<file path="src/rtl/strap_pkg.sv">
`timescale 1ns/1ps
package strap_pkg;
    typedef enum logic [1:0] {
        ST_WAIT = 2'd0,
        ST_ARM  = 2'd1,
        ST_RUN  = 2'd2,
        ST_TEST = 2'd3
    } strap_state_t;
endpackage

</file>
<file path="src/rtl/strap_filter.sv">
`timescale 1ns/1ps
module strap_filter #(
    parameter int SYNC_DEPTH = 2,
    parameter int FILT_LEN   = 2
) (
    input  logic clk,
    input  logic rst_n,
    input  logic pwrgd_n,
    output logic valid_low
);
    logic [SYNC_DEPTH-1:0] sync_q;

    always_ff @(posedge clk or negedge rst_n) begin
        if (!rst_n) sync_q <= '1;
        else        sync_q <= {sync_q[SYNC_DEPTH-2:0], pwrgd_n};
    end

    generate
        if (FILT_LEN > 1) begin : g_hist
            localparam int HW = FILT_LEN - 1;
            logic [HW-1:0] hist_q;
            if (HW > 1) begin : g_wide
                always_ff @(posedge clk or negedge rst_n) begin
                    if (!rst_n) hist_q <= '1;
                    else        hist_q <= {hist_q[HW-2:0], sync_q[SYNC_DEPTH-1]};
                end
            end else begin : g_one
                always_ff @(posedge clk or negedge rst_n) begin
                    if (!rst_n) hist_q <= '1;
                    else        hist_q <= sync_q[SYNC_DEPTH-1];
                end
            end
            assign valid_low = !sync_q[SYNC_DEPTH-1] && !(|hist_q);
        end else begin : g_nohist
            assign valid_low = !sync_q[SYNC_DEPTH-1];
        end
    endgenerate
endmodule

</file>
<file path="src/rtl/strap_fsm.sv">
`timescale 1ns/1ps
module strap_fsm
    import strap_pkg::*;
#(
    parameter int NPIN = 2
) (
    input  logic            clk,
    input  logic            rst_n,
    input  logic            valid_low,
    input  logic            test_en,
    input  logic [NPIN-1:0] pin_in,
    output strap_state_t    state,
    output logic [NPIN-1:0] fsel,
    output logic            test_q
);
    strap_state_t state_nx;

    // state register
    always_ff @(posedge clk or negedge rst_n) begin
        if (!rst_n) state <= ST_WAIT;
        else        state <= state_nx;
    end

    // transitions: capture, enable, enter_test
    always_comb begin
        state_nx = state;
        unique case (state)
            ST_WAIT: if (valid_low) state_nx = ST_ARM;
            ST_ARM:  state_nx = test_q ? ST_TEST : ST_RUN;
            ST_RUN:  state_nx = ST_RUN;
            ST_TEST: state_nx = ST_TEST;
        endcase
    end

    // one-shot capture of straps and the test request
    always_ff @(posedge clk or negedge rst_n) begin
        if (!rst_n) begin
            fsel   <= '0;
            test_q <= 1'b0;
        end else if (state == ST_WAIT && valid_low) begin
            fsel   <= pin_in;
            test_q <= test_en;
        end
    end
endmodule

</file>
<file path="src/rtl/pin_drive.sv">
`timescale 1ns/1ps
module pin_drive
    import strap_pkg::*;
#(
    parameter int NPIN = 2
) (
    input  strap_state_t    state,
    input  logic            ref_clk,
    input  logic            div_clk,
    input  logic            ctrl_pin,
    output logic [NPIN-1:0] pin_out,
    output logic [NPIN-1:0] pin_oe
);
    for (genvar i = 0; i < NPIN; i++) begin : g_pin
        always_comb begin
            pin_out[i] = 1'b0;
            pin_oe[i]  = 1'b0;
            unique case (state)
                ST_WAIT, ST_ARM: begin
                    pin_out[i] = 1'b0;
                    pin_oe[i]  = 1'b0;
                end
                ST_RUN: begin
                    pin_out[i] = ref_clk;
                    pin_oe[i]  = 1'b1;
                end
                ST_TEST: begin
                    pin_out[i] = (i == 0) ? 1'b0 : div_clk;
                    pin_oe[i]  = (i == 0) ? 1'b0 : ctrl_pin;
                end
            endcase
        end
    end
endmodule

</file>
<file path="src/rtl/strap_latch_ctrl.sv">
`timescale 1ns/1ps
module strap_latch_ctrl
    import strap_pkg::*;
#(
    parameter int NPIN       = 2,
    parameter int SYNC_DEPTH = 2,
    parameter int FILT_LEN   = 2
) (
    input  logic            clk,
    input  logic            rst_n,
    input  logic            pwrgd_n,
    input  logic            test_en,
    input  logic            ref_clk,
    input  logic            div_clk,
    input  logic [NPIN-1:0] pin_in,
    output logic [NPIN-1:0] pin_out,
    output logic [NPIN-1:0] pin_oe,
    output logic [NPIN-1:0] fsel,
    output logic            locked,
    output logic            test_mode
);
    logic         valid_low;
    strap_state_t state;

    strap_filter #(.SYNC_DEPTH(SYNC_DEPTH), .FILT_LEN(FILT_LEN)) u_filt (
        .clk(clk), .rst_n(rst_n), .pwrgd_n(pwrgd_n), .valid_low(valid_low)
    );

    strap_fsm #(.NPIN(NPIN)) u_fsm (
        .clk(clk), .rst_n(rst_n), .valid_low(valid_low), .test_en(test_en),
        .pin_in(pin_in), .state(state), .fsel(fsel), .test_q(test_mode)
    );

    pin_drive #(.NPIN(NPIN)) u_drv (
        .state(state), .ref_clk(ref_clk), .div_clk(div_clk),
        .ctrl_pin(pin_in[0]), .pin_out(pin_out), .pin_oe(pin_oe)
    );

    assign locked = (state != ST_WAIT);
endmodule

</file>
<file path="config.mk">
export PLATFORM = sky130hd
export DESIGN_NAME = strap_latch_ctrl
export DESIGN_NICKNAME = d
export VERILOG_FILES = /design/src/rtl/strap_pkg.sv /design/src/rtl/strap_filter.sv /design/src/rtl/strap_fsm.sv /design/src/rtl/pin_drive.sv /design/src/rtl/strap_latch_ctrl.sv
export SDC_FILE = /design/constraint.sdc
export NUM_CORES = 1
export LEC_CHECK = 0
export BUFFER_PORTS_ARGS = -buffer_cell sky130_fd_sc_hd__buf_2
export CAP_MARGIN = 30
export CELL_PAD_IN_SITES_DETAIL_PLACEMENT = 1
export CELL_PAD_IN_SITES_GLOBAL_PLACEMENT = 2
export CORE_MARGIN = 3
export CORE_UTILIZATION = 22
export DETAILED_ROUTE_END_ITERATION = 10
export PLACE_DENSITY_LB_ADDON = 0.1
export SKIP_CTS_REPAIR_TIMING = 1
export SLEW_MARGIN = 25
export SYNTH_ARGS = -nofsm -noshare
export SYNTH_HDL_FRONTEND = slang
export SYNTH_SLANG_ARGS = --single-unit
</file>
<file path="constraint.sdc">
create_clock -name clk -period 1.2 [get_ports clk]
set_input_delay 0.18 -clock clk [delete_from_list [all_inputs] [get_ports clk]]
set_output_delay 0.18 -clock clk [all_outputs]
set_load 0.005 [all_outputs]
</file>
==> flow_summary.toml <==
[run_status]
status = "finished with violations"
violations = "setup timing"

[clocking]
tritoncts = "done"
cts_made_buffers = 3
cts_root_buf = "clkbuf_4"
clk_path_buf_depth = 2
insertion_delay_ns = 0.25
cts.sinks = 8
cts.clk_slew.worst_paths_ns = 0.06
htreeDepth = 1

[synth]
synthArstFlopShare_pct = 100
synth.most_common_cell = "dfrtp_1"
synth_commonest_cells = "5 x dfrtp_1, 3 x dfstp_2, 3 x mux2_2"
syn_inst = 22
synth.distinct_cells = 13
synth_area_per_cell_um2 = 14.8
ys_seq_elements = 8
synth_edf_count = 0
syn-num-nets = 30
yosys_warnings = 0
syn_area_um2 = 327
synth.area.top_cells = "dfrtp_1 38%, dfstp_2 24%, mux2_2 10%"
synthFlopType = "dfrtp_1"
yosys.area.top_type = "dfrtp_1"
synth_top_area_share_pct = 38.3
synth_seq_area_share_pct = 62.5

[route]
wl_met3_um = 52
via_per_inst = 4.39
vias = 259
ant_nets = 0
routedWlPerCell_um = 12.3
wirelength_um = 727
dr_wl_met2_um = 385
dr.pass1.iters = 1
drt_iter0_drc = 0
post-route-drc-count = 0
wl_met1_um = 289
highest_layer = "met3"

[place]
placed_area_um2 = 428
io_buffers = 15
place_congestion = 0.673
hpwl_um = 581
pre_cts_slack_ns = -0.0211

[critical_path]
arrival_ns = 1.24
endpoint_kind = "output pin"
worstPathMaxFanout = 6
path_class = "reg2out"
worst_ep_required_time_ns = 1.02
critical_path.startpoint_type = "flop"

[timing]
relSlewSlack_pct = 77.0
setup_violations = 8
clock_skew_ns = 0.00986
maxSlewViolCount = 0
timing.final.ws_setup_ns = -0.216
hold_viol = 0
post-route-period-util_pct = 118
worst_pin_slew_ns = 0.342
min_period_ns = 1.42
worst_hold_slack_ns = 0.0342
rsz0062_at_grt = "true"
max_freq_mhz = 706

[global_routing]
grt_max_degree = 9
grt.overflow.total = 0
grt_pass1_wl_um = 1060
grt_usage_pct = 7.69
antenna_found_initial = 0
grt_pass1_vias = 256

[final_layout]
drive_gt1_share_pct = 72.7
fin_area_um2 = 503
multiInputGateArea_um2 = 129
nets = 53
fillers = 163
area_growth_pct = 54.0
seq_area_um2 = 205
insertedDiodeCount = 0

[power_and_ir_drop]
p_leak_nw = 0.229
vdd_ir_drop_max_v = 0.000430
p_per_area_nw_per_um2 = 1140

[job]
drv_cap = 0

[floorplanning]
rows = 13
die_x_um = 44.5
ios = 16
die_h_um = 44.5
start_util_pct = 24.2
die_area_um2 = 1980
core_area_um2 = 1350

[hold_path]
hold_path.class = "in2reg"
-- layout by cell type (no fill, tap or decap), drive strengths merged, types with 2 or more instances in the layout --
cell type / count
dfstp: 3
dfrtp: 5
clkbuf: 4
or2: 2
mux2: 3
buf: 17
-- worst max-delay path: stages (launching register included) --
cell     delay [ns]
dfrtp_1        0.42
buf_6          0.14
and2b_2        0.19
and2_4         0.13
buf_6          0.11
-- flip-flops by register name (all words and copies together) (netlist names) --
signal	count
u_fsm.state	2
u_filt.g_hist.hist_q	1
u_filt.sync_q	2
u_fsm.test_q	1
u_fsm.fsel	2
-- stage by stage --
stage	TNS [ns]	std cells	total power, mW	util, %
3_5_place_dp	-0.0531	53	0.350	31.7
3_3_place_gp	0	53	0.347	31.7
6_report	-0.824	59	0.573	37.3
5_1_grt	-1.24	59	0.608	37.3
2_1_floorplan	-0.00999	22	0.316	-
4_1_cts	-0.920	57	0.572	33.6
-- power breakdown --
group / switching (mW) / internal (mW) / leakage [nW] / total [mW]
logic: 0.0229 / 0.0365 / 0.128 / 0.0594
registers: 0.0104 / 0.287 / 0.0859 / 0.297
clock network: 0.0897 / 0.127 / 0.0150 / 0.217
-- final cells by class --
class | count | share of cell area, %
clock buffers | 4 | 5.22
inverters | 1 | 0.746
multi-input cells | 13 | 25.6
flip-flops and latches | 8 | 40.8
well taps | 15 | 3.73
repair buffers | 18 | 23.9
-- routing by layer --
layer  vias to the layer above  track usage [%]
met4                         0             7.23
met5                         -                0
met1                       127             8.25
met2                        12             11.7
li1                        120                -
met3                         0             2.44
-- worst paths after layout --
check / from / end / slack, ns / depth (start not counted)
max in group asynchronous: rst_n / u_filt.g_hist.hist_q / 0.66 / 2
min: pwrgd_n / u_filt.sync_q[0] / 0.03 / 1
max: u_fsm.state[1] / pin_out[0] / -0.22 / 4
max reg2reg: u_fsm.state[0] / u_fsm.fsel[0] / -0.10 / 3
min reg2reg: u_filt.sync_q[0] / u_filt.sync_q[1] / 0.35 / 0
min in group asynchronous: rst_n / u_fsm.fsel[1] / 0.29 / 2
-- logic make-up (layout without fill, tap and decap cells) --
kind of cell	after synthesis	count (layout)	synth area share, %
buf+inv	1	23	1.15
flops	8	8	62.5
mux	4	4	13.4
compound gates	3	3	6.13
simple gates	6	6	16.9
No activity file was read; power rests on OpenSTA's default activity.
